`config.mk`:
```
export PLATFORM = sky130hd
export DESIGN_NAME = serexp_top
export DESIGN_NICKNAME = d
export VERILOG_FILES = /design/src/rtl/serexp_pkg.sv /design/src/rtl/serexp_regs.sv /design/src/rtl/serexp_frame.sv /design/src/rtl/serexp_top.sv
export SDC_FILE = /design/constraint.sdc
export NUM_CORES = 1
export LEC_CHECK = 0
export CORE_ASPECT_RATIO = 1.5
export CORE_MARGIN = 2
export CORE_UTILIZATION = 45
export DETAILED_ROUTE_END_ITERATION = 10
export PLACE_DENSITY_LB_ADDON = 0.12
export SKIP_CTS_REPAIR_TIMING = 1
export SYNTH_ARGS = -nofsm -noshare
export SYNTH_HDL_FRONTEND = slang
export SYNTH_SLANG_ARGS = --single-unit
```
`constraint.sdc`:
```
create_clock -name clk -period 8.6 [get_ports clk]
set_input_delay 2.58 -clock clk [delete_from_list [all_inputs] [get_ports clk]]
set_output_delay 2.58 -clock clk [all_outputs]
set_load 0.01 [all_outputs]
```
`src/rtl/serexp_pkg.sv`:
```
package serexp_pkg;

  localparam int SX_BANKS  = 8;
  localparam int SX_BANK_W = 8;
  localparam int SX_CNT_W  = 11;

  localparam logic [5:0] ADR_RD_BASE = 6'h08;
  localparam logic [5:0] ADR_CTRL    = 6'h28;
  localparam logic [5:0] ADR_CFG     = 6'h2A;
  localparam logic [5:0] ADR_PORTS   = 6'h2B;

  typedef enum logic [1:0] {PH_IDLE, PH_LOAD, PH_SHIFT} phase_t;

  // bit time in system clocks for a divider code
  function automatic logic [SX_CNT_W-1:0] bit_time(input logic [3:0] code);
    case (code)
      4'h5:    bit_time = 11'd32;
      4'h7:    bit_time = 11'd8;
      4'hC:    bit_time = 11'd4;
      4'hD:    bit_time = 11'd3;
      4'hE:    bit_time = 11'd2;
      default: bit_time = 11'd1024;
    endcase
  endfunction

  function automatic logic [3:0] port_clamp(input logic [3:0] n, input int lim);
    port_clamp = (int'(n) > lim) ? 4'(lim) : n;
  endfunction

endpackage

```
`src/rtl/serexp_regs.sv`:
```
module serexp_regs
  import serexp_pkg::*;
#(
  parameter int BANKS  = SX_BANKS,
  parameter int BANK_W = SX_BANK_W
) (
  input  logic                    clk,
  input  logic                    rst_n,
  input  logic                    wr_en,
  input  logic [5:0]              addr,
  input  logic [7:0]              wdata,
  output logic [7:0]              rdata,
  input  logic                    rx_valid,
  input  logic [BANKS*BANK_W-1:0] rx_word,
  output logic [BANKS*BANK_W-1:0] tx_word,
  output logic                    run_en,
  output logic                    periodic,
  output logic                    oneshot,
  output logic                    pol_clk,
  output logic                    pol_ld,
  output logic [3:0]              div_code,
  output logic [3:0]              n_out,
  output logic [3:0]              n_in
);

  localparam int NPIN = BANKS * BANK_W;

  logic [BANK_W-1:0] wd_q [BANKS];
  logic [BANK_W-1:0] rd_q [BANKS];
  logic [NPIN-1:0]   rd_flat;
  logic              en_q;
  logic [1:0]        mode_q;
  logic [5:0]        cfg_q;
  logic [7:0]        ports_q;

  logic wr_ctrl, wr_cfg, wr_ports;
  assign wr_ctrl  = wr_en && (addr == ADR_CTRL);
  assign wr_cfg   = wr_en && (addr == ADR_CFG);
  assign wr_ports = wr_en && (addr == ADR_PORTS);

  always_ff @(posedge clk or negedge rst_n) begin
    if (!rst_n) begin
      en_q    <= 1'b0;
      mode_q  <= 2'b00;
      cfg_q   <= 6'd0;
      ports_q <= 8'd0;
    end else begin
      if (wr_ctrl) begin
        en_q   <= wdata[7];
        mode_q <= wdata[2:1];
      end
      if (wr_cfg)   cfg_q   <= wdata[5:0];
      if (wr_ports) ports_q <= wdata;
    end
  end

  assign n_out = port_clamp(ports_q[7:4], BANKS);
  assign n_in  = port_clamp(ports_q[3:0], BANKS);

  genvar g;
  generate
    for (g = 0; g < BANKS; g++) begin : g_bank
      always_ff @(posedge clk or negedge rst_n) begin
        if (!rst_n)
          wd_q[g] <= '0;
        else if (wr_en && (addr == 6'(g)))
          wd_q[g] <= wdata;
      end
      always_ff @(posedge clk or negedge rst_n) begin
        if (!rst_n)
          rd_q[g] <= '0;
        else if (rx_valid)
          rd_q[g] <= (4'(g) < n_in) ? rx_word[g*BANK_W +: BANK_W] : '0;
      end
      assign tx_word[g*BANK_W +: BANK_W] = (4'(g) < n_out) ? wd_q[g] : '0;
      assign rd_flat[g*BANK_W +: BANK_W] = rd_q[g];
    end
  endgenerate

  assign run_en   = en_q;
  assign periodic = mode_q[1];
  assign oneshot  = wr_ctrl && wdata[7] && !wdata[2];
  assign pol_clk  = cfg_q[4];
  assign pol_ld   = cfg_q[5];
  assign div_code = cfg_q[3:0];

  always_comb begin
    rdata = 8'd0;
    for (int b = 0; b < BANKS; b++) begin
      if (addr == 6'(b))               rdata = wd_q[b];
      if (addr == ADR_RD_BASE + 6'(b)) rdata = rd_q[b];
    end
    if (addr == ADR_CTRL)  rdata = {en_q, 4'd0, mode_q, 1'b0};
    if (addr == ADR_CFG)   rdata = {2'b00, cfg_q};
    if (addr == ADR_PORTS) rdata = ports_q;
  end

  assert_ports_readback_R3: assert property (@(posedge clk) disable iff (!rst_n)
    wr_ports |=> (ports_q == $past(wdata)));

  assert_ctrl_enable_R6: assert property (@(posedge clk) disable iff (!rst_n)
    wr_ctrl |=> (run_en == $past(wdata[7])));

  assert_rdata_hold_R8: assert property (@(posedge clk) disable iff (!rst_n)
    !rx_valid |=> $stable(rd_flat));

endmodule

```
`src/rtl/serexp_frame.sv`:
```
module serexp_frame
  import serexp_pkg::*;
#(
  parameter int BANKS  = SX_BANKS,
  parameter int BANK_W = SX_BANK_W
) (
  input  logic                    clk,
  input  logic                    rst_n,
  input  logic                    run_en,
  input  logic                    periodic,
  input  logic                    oneshot,
  input  logic [3:0]              div_code,
  input  logic                    pol_clk,
  input  logic                    pol_ld,
  input  logic [3:0]              n_out,
  input  logic [3:0]              n_in,
  input  logic [BANKS*BANK_W-1:0] tx_word,
  input  logic                    sdin,
  output logic                    sclk,
  output logic                    sload,
  output logic                    sdout,
  output logic                    rx_valid,
  output logic [BANKS*BANK_W-1:0] rx_word
);

  localparam int NPIN  = BANKS * BANK_W;
  localparam int LEN_W = $clog2(NPIN + 1);

  phase_t              phase_q, phase_d;
  logic [SX_CNT_W-1:0] cnt_q, cnt_d;
  logic [LEN_W-1:0]    bit_q, bit_d, len_q, len_d;
  logic [NPIN-1:0]     osr_q, osr_d, isr_q, isr_d;
  logic                pend_q, pend_d, done_q, done_d;

  logic [SX_CNT_W-1:0] div, half;
  logic [3:0]          nmax;
  logic [LEN_W-1:0]    len_calc;
  logic                start;

  assign div      = bit_time(div_code);
  assign half     = div >> 1;
  assign nmax     = (n_out > n_in) ? n_out : n_in;
  assign len_calc = LEN_W'(nmax) * LEN_W'(BANK_W);
  assign start    = run_en && (periodic || pend_q);

  always_comb begin
    phase_d = phase_q;
    cnt_d   = cnt_q;
    bit_d   = bit_q;
    len_d   = len_q;
    osr_d   = osr_q;
    isr_d   = isr_q;
    pend_d  = pend_q || oneshot;
    done_d  = 1'b0;
    case (phase_q)
      PH_IDLE: begin
        if (start) begin
          phase_d = PH_LOAD;
          cnt_d   = '0;
          len_d   = len_calc;
          osr_d   = tx_word << (LEN_W'(NPIN) - len_calc);
          isr_d   = '0;
          pend_d  = oneshot;
        end
      end
      PH_LOAD: begin
        if (cnt_q == div - 11'd1) begin
          cnt_d = '0;
          bit_d = '0;
          if (len_q == '0) begin
            phase_d = PH_IDLE;
            done_d  = 1'b1;
          end else begin
            phase_d = PH_SHIFT;
          end
        end else begin
          cnt_d = cnt_q + 11'd1;
        end
      end
      PH_SHIFT: begin
        if (cnt_q == half - 11'd1)
          isr_d = {isr_q[NPIN-2:0], sdin};
        if (cnt_q == div - 11'd1) begin
          cnt_d = '0;
          osr_d = osr_q << 1;
          bit_d = bit_q + LEN_W'(1);
          if (bit_q == len_q - LEN_W'(1)) begin
            phase_d = PH_IDLE;
            done_d  = 1'b1;
          end
        end else begin
          cnt_d = cnt_q + 11'd1;
        end
      end
      default: phase_d = PH_IDLE;
    endcase
    if (!run_en) begin
      phase_d = PH_IDLE;
      cnt_d   = '0;
      done_d  = 1'b0;
    end
  end

  always_ff @(posedge clk or negedge rst_n) begin
    if (!rst_n) begin
      phase_q <= PH_IDLE;
      cnt_q   <= '0;
      bit_q   <= '0;
      len_q   <= '0;
      osr_q   <= '0;
      isr_q   <= '0;
      pend_q  <= 1'b0;
      done_q  <= 1'b0;
    end else begin
      phase_q <= phase_d;
      cnt_q   <= cnt_d;
      bit_q   <= bit_d;
      len_q   <= len_d;
      osr_q   <= osr_d;
      isr_q   <= isr_d;
      pend_q  <= pend_d;
      done_q  <= done_d;
    end
  end

  assign sclk     = ((phase_q == PH_SHIFT) && (cnt_q >= half)) ^ pol_clk;
  assign sload    = (phase_q == PH_LOAD) ^ pol_ld;
  assign sdout    = (phase_q == PH_SHIFT) && osr_q[NPIN-1];
  assign rx_valid = done_q;
  assign rx_word  = isr_q;

  assert_disable_idle_R9: assert property (@(posedge clk) disable iff (!rst_n)
    !run_en |=> (phase_q == PH_IDLE));

  assert_bit_range_R7: assert property (@(posedge clk) disable iff (!rst_n)
    (phase_q == PH_SHIFT) |-> (bit_q < len_q));

  assert_done_pulse_R8: assert property (@(posedge clk) disable iff (!rst_n)
    rx_valid |=> !rx_valid);

  assert_back_to_back_R10: assert property (@(posedge clk) disable iff (!rst_n)
    (rx_valid && run_en && periodic) |=> (phase_q == PH_LOAD));

endmodule

```
`src/rtl/serexp_top.sv`:
```
module serexp_top
  import serexp_pkg::*;
#(
  parameter int BANKS  = SX_BANKS,
  parameter int BANK_W = SX_BANK_W
) (
  input  logic       clk,
  input  logic       rst_n,
  input  logic       bus_wr,
  input  logic [5:0] bus_addr,
  input  logic [7:0] bus_wdata,
  output logic [7:0] bus_rdata,
  output logic       sio_clk,
  output logic       sio_load,
  output logic       sio_dout,
  input  logic       sio_din
);

  localparam int NPIN = BANKS * BANK_W;

  logic [1:0] rst_sync_q;
  logic       rst_ni;

  always_ff @(posedge clk or negedge rst_n) begin
    if (!rst_n) rst_sync_q <= 2'b00;
    else        rst_sync_q <= {rst_sync_q[0], 1'b1};
  end
  assign rst_ni = rst_sync_q[1];

  logic            rx_valid, run_en, periodic, oneshot, pol_clk, pol_ld;
  logic [NPIN-1:0] rx_word, tx_word;
  logic [3:0]      div_code, n_out, n_in;

  serexp_regs #(.BANKS(BANKS), .BANK_W(BANK_W)) u_regs (
    .clk      (clk),
    .rst_n    (rst_ni),
    .wr_en    (bus_wr),
    .addr     (bus_addr),
    .wdata    (bus_wdata),
    .rdata    (bus_rdata),
    .rx_valid (rx_valid),
    .rx_word  (rx_word),
    .tx_word  (tx_word),
    .run_en   (run_en),
    .periodic (periodic),
    .oneshot  (oneshot),
    .pol_clk  (pol_clk),
    .pol_ld   (pol_ld),
    .div_code (div_code),
    .n_out    (n_out),
    .n_in     (n_in)
  );

  serexp_frame #(.BANKS(BANKS), .BANK_W(BANK_W)) u_frame (
    .clk      (clk),
    .rst_n    (rst_ni),
    .run_en   (run_en),
    .periodic (periodic),
    .oneshot  (oneshot),
    .div_code (div_code),
    .pol_clk  (pol_clk),
    .pol_ld   (pol_ld),
    .n_out    (n_out),
    .n_in     (n_in),
    .tx_word  (tx_word),
    .sdin     (sio_din),
    .sclk     (sio_clk),
    .sload    (sio_load),
    .sdout    (sio_dout),
    .rx_valid (rx_valid),
    .rx_word  (rx_word)
  );

endmodule

```
* After elaboration in Yosys (flattened, before gate mapping)
Index checks and enable logic that the tools add are counted.
Word-level totals: flip-flop bits (word level) 301, bits in latches 0, memory bits (writable) 0, ROM bits 0, input port bits 18, memories kept 0
Cells by class: $add $sub $neg 6, multipliers 0, divide/modulo/power cells 0, $lt $le $gt $ge 20, equal/unequal tests 37, shift-type cells 1, multiplexer cells 67, bitwise logic cells 2, reductions and logical operators 31
Operator list (number):
- two-way mux 8 bit | 35
- two-way mux 64 bit | 4
- case mux 64 bit (2 select lines) | 2
- left shift 64 x 7 -> 64 bit | 1
- case mux 11 bit (5 select lines) | 1
- equality test 6 x 4 -> 1 bit (second input constant) | 8
- two-way mux 11 bit | 3
- < comparator 3 x 4 -> 1 bit (first input constant) | 8
- equality test 6 x 3 -> 1 bit (second input constant) | 4
- equality test 11 bit | 2
- case mux 11 bit (2 select lines) | 1
- equality test 6 bit (second input constant) | 3
- logical AND 1 bit | 16
- < comparator 1 x 4 -> 1 bit (first input constant) | 4
- < comparator 2 x 4 -> 1 bit (first input constant) | 4
- != test 3 bit (second input constant) | 5
- two-way mux 7 bit | 2
- case mux 7 bit (2 select lines) | 1
- equality test 4 bit (second input constant) | 3
- equality test 6 x 2 -> 1 bit (second input constant) | 2
- two-way mux 2 bit | 6
- two-way mux 4 bit | 3
- adder 11 x 1 -> 11 bit (second input constant) | 1
- >= comparator 11 x 10 -> 1 bit | 1
- 27 further kinds | 44

* Depth between registers and ports, before layout
depth after elaboration 20, gate-level depth with buffers 23

* Modules after synthesis
Synthesis repeated with hierarchy kept, for this count alone.
Second synthesis, totals: cell total of the unflattened synthesis 1864, area, all modules 17936.0 sq um
Modules (own cells, without submodules):
- serexp_frame | times used 1, cells each 1068, area each 10231.1 sq um
- serexp_regs | times used 1, cells each 793, area each 7651.1 sq um
- serexp_top | times used 1, cells each 3, area each 53.8 sq um

* Worst setup path before layout
Ideal clock, no wire load.
path type input to output, start input bus_addr[4], end output bus_rdata[4], arrival time 4.846 ns, required time 6.020 ns, setup slack 1.174 ns, cell stages on the path 9, cell sequence clkbuf_1 > or4b_2 > clkbuf_1 > nor3_2 > a221oi_1 > a21oi_1 > o221ai_1 > a221o_1 > a41oi_1
On the way: word-level cells in the longest chain between the ends 20
RTL lines:
- start, declared | RTL line serexp_top.sv:10 | input logic [5:0] bus_addr,
- zero test 6 bit | RTL line serexp_regs.sv:90 | if (addr == 6'(b)) rdata = wd_q[b];
- two-way mux 8 bit | RTL line serexp_regs.sv:90
- two-way mux 8 bit | RTL line serexp_regs.sv:91 | if (addr == ADR_RD_BASE + 6'(b)) rdata = rd_q[b];
- two-way mux 8 bit | RTL line serexp_regs.sv:90
- two-way mux 8 bit | RTL line serexp_regs.sv:91
- two-way mux 8 bit | RTL line serexp_regs.sv:90
- two-way mux 8 bit | RTL line serexp_regs.sv:91
- two-way mux 8 bit | RTL line serexp_regs.sv:90
- [4 not listed]
- two-way mux 8 bit | RTL line serexp_regs.sv:91
- two-way mux 8 bit | RTL line serexp_regs.sv:90
- two-way mux 8 bit | RTL line serexp_regs.sv:91
- two-way mux 8 bit | RTL line serexp_regs.sv:90
- two-way mux 8 bit | RTL line serexp_regs.sv:91
- two-way mux 8 bit | RTL line serexp_regs.sv:93 | if (addr == ADR_CTRL) rdata = {en_q, 4'd0, mode_q, 1'b0};
- two-way mux 8 bit | RTL line serexp_regs.sv:94 | if (addr == ADR_CFG) rdata = {2'b00, cfg_q};
- two-way mux 8 bit * | RTL line serexp_regs.sv:95 | if (addr == ADR_PORTS) rdata = ports_q;
- end, declared | RTL line serexp_top.sv:12 | output logic [7:0] bus_rdata,
Every way passes the cells marked *; elsewhere a longest branch is shown, timed or not.

* Worst setup path in the final report
start input bus_addr[4], end output bus_rdata[3]
Same word-level chain as after synthesis.

==> flow_summary_export.csv <==
group,metric,value,unit
drt,via_per_inst,5.929,
placement,gp_congestion,1.017,
layout,design_area,18670,µm²
timing,period_share,0.9874,
die,dieArea,38940,µm²
pwr,p_leak,7.962,nW
synthesis,synthTopCellsByArea,"dfrtp_1 45%, mux2_2 5.8%, mux2i_1 5.8%",
layout,nets,1863,
pwr,p_total,4.560,mW
clocking,cts_tree,"done",
timing,hold_violations,0,
synthesis,synth_nets,1872,
clocking,cts_num_sinks,301,
timing,clock.fmax,117.8,MHz
layout,fin_cells,2330,
layout,fill_cells,3515,
worst_hold_path,hold_depth,0,
clocking,path_clk_slew,60,ps
drt,drtIter0Drc,1212,
grt,grt_pass1_wl,80550,µm
die,io_pins,29,
die,rows,86,
clocking,cts_inserted_buffers,31,
job,maxCapViolCount,0,
pwr,swShare,0.3561,
timing,fin_crit,8492,ps
drt,ant_nets,0,
timing,slew_headroom,0.2714,
pwr,clockPowerShare,0.296,
layout,drive_gt1_frac,0.1208,
critical_path,crit_required,6020,ps
synthesis,synth-edff-count,0,
placement,dp.cells,2274,
clocking,clkLatencyLatePin,580,ps
clocking,cts_htree_levels,1,
grt,overflow,0,
drt,drc,0,
timing,finClkSkew,20.86,ps
synthesis,ys_warn_count,0,
critical_path,cp-end-kind,"primary output",
timing,rsz0062_at_grt,"false",
critical_path,critPathMaxFanout,9,
pwr,power_density,244.2,nW/µm²
critical_path,ff2ff_setup_slack,2710,ps
grt,grt_use_total,0.2642,
drt,drt-total-wl,51010,µm
timing,tns,0,ps
critical_path,worstSetupPathType,"input port to primary output",
critical_path,rr_endpoint,"u_frame.osr_q[50]",
synthesis,yosysMostFrequentCell,"dfrtp_1",
synthesis,synth_area,16800,µm²
layout,diodes,0,
synthesis,synth_cells,1832,
synthesis,async_flop_share,1.000,
synthesis,yosysSeqAreaShare,0.4482,
synthesis,synthFlopType,"dfrtp_1",
timing,worst_pin_slew,1086,ps
synthesis,ys_types,86,
synthesis,synth_top_cell_area_share,0.4482,
die,die_h,240.7,µm
status,outcome,"completed",
pwr,pwr-share-seq,0.445,
synthesis,netlist_top_cells_count,"301 x dfrtp_1, 229 x nand2_1, 152 x inv_1",
pwr,power.share.combinational,0.259,
layout,areaGrowthSynthToFinish,11.12,%
placement,dpl_cell_area,17650,µm²
worst_hold_path,holdCritPathClass,"register to register",
grt,grt_max_degree,168,
placement,io_buffers,28,
placement,dp_hpwl,37220,µm
pwr,internal-power,2.936,mW
critical_path,start_kind,"input port",
clocking,cts-root-buf,"clkbuf_16",
pwr,power.switching,1.624,mW
clocking,clockBufferDepth,3,
critical_path,arrival,5910,ps
die,die_w,161.8,µm
synthesis,synth.avg_cell_area,9.173,µm²
die,start_util,0.4567,
grt,grt_pass1_vias,13769,
synthesis,synth_top_area_cell,"dfrtp_1",
worst_hold_path,hold_end,"rst_sync_q[1]",
drt,drt-pass1-iter-count,8,
critical_path,rr_worst_depth,15,
synthesis,ys_ff_latch,301,
drt,vias,13815,
die,core,36800,µm²
drt,wire_per_inst,21.89,µm
pwr,peakVddDrop,157.9,µV
timing,final-setup-viol-count,0,
grt,antenna_found_initial,0,
timing,slew_violations,0,
critical_path,timing.rr.start,"u_regs.ports_q[3]",
worst_hold_path,hp-start,"rst_sync_q[0]",
-- cell type report --
class,instances,area (µm²),area share
multi-input combinational,1251,8229,0.4407
timing repair buffer,84,713.2,0.03819
clock buffer,39,855.8,0.04583
sequential,301,7537,0.4036
tap,484,605.6,0.03243
clock inverter,17,155.1,0.008308
inverter,154,578.1,0.03095
-- cell usage in the layout, fill, tap and decap left out, types with 16 or more instances in the layout --
cell type,n
a21oi_1,76
a221oi_1,40
a22oi_1,16
a31oi_1,20
buf_4,55
clkbuf_16,31
clkdlybuf4s50_1,28
dfrtp_1,299
ha_1,21
inv_1,152
mux2_2,87
mux2i_1,97
nand2_1,229
nand3_1,58
nor2_1,117
nor3_1,26
o211ai_1,24
o21ai_0,123
o22ai_1,31
-- per-stage QoR --
step           worst slack, ps  utilization  hold WS, ps
2_1_floorplan             1174            -        331.1
3_3_place_gp             58.61       0.4797        337.9
3_5_place_dp             23.28       0.4797        346.5
4_1_cts                  19.33       0.5071        361.3
5_1_grt                  7.134       0.5074        379.5
6_report                 108.4       0.5074        361.9
-- state kept, by name, indices dropped and copies added (netlist names), 6 cells and up --
| register | flops |
|---|---|
| u_frame.rx_word | 64 |
| u_frame.cnt_q | 11 |
| u_frame.bit_q | 7 |
| u_regs.wd_q | 64 |
| u_regs.rd_flat | 64 |
| u_frame.osr_q | 64 |
| u_regs.ports_q | 8 |
| u_regs.cfg_q | 6 |
-- worst max-delay path: stages --
cell and delay [ps]:
clkdlybuf4s50_1 530, or4b_4 600, buf_4 200, nor2_1 130
buf_4 150, a21oi_1 70, a31oi_1 290, a2111oi_0 180
a222oi_1 550, clkdlybuf4s50_1 640
-- cell families after synthesis --
family,after synthesis,share of synthesized area
simple gates,540,0.1464
compound gates,481,0.1955
flops,301,0.4482
buf+inv,280,0.06522
mux,184,0.1161
xor+xnor,23,0.01199
fa+ha+maj,22,0.01638
other cells,1,0.0002231
-- worst max-delay path by stage --
stage | start | end
floorplan | bus_addr[4] | bus_rdata[4]
detailed placement | bus_addr[4] | bus_rdata[3]
finish | bus_addr[4] | bus_rdata[3]
global placement | bus_addr[4] | bus_rdata[3]
global route | bus_addr[4] | bus_rdata[2]
CTS | bus_addr[4] | bus_rdata[3]
-- layer usage --
layer / share of wire / routed length, µm / up-vias / global-route usage
met4: 0.049 / 2491 / 0 / 0.1295
met2: 0.49 / 25180 / 383 / 0.4580
li1: - / - / 6535 / -
met5: 0 / 0 / - / 0
met1: 0.42 / 21260 / 6775 / 0.3293
met3: 0.041 / 2090 / 122 / 0.02784
-- power by group through the flow --
stage                     combinational (mW)  sequential (mW)  clock, mW
after detailed placement                1.17             2.05          0
after global placement                  1.14             2.04          0
after floorplan                        0.883             1.94          0
after CTS                               1.17             2.02       1.38
final                                   1.18             2.03       1.35
after global routing                    1.30             2.07       1.43
Note: power is estimated with default switching activity, not from simulation.
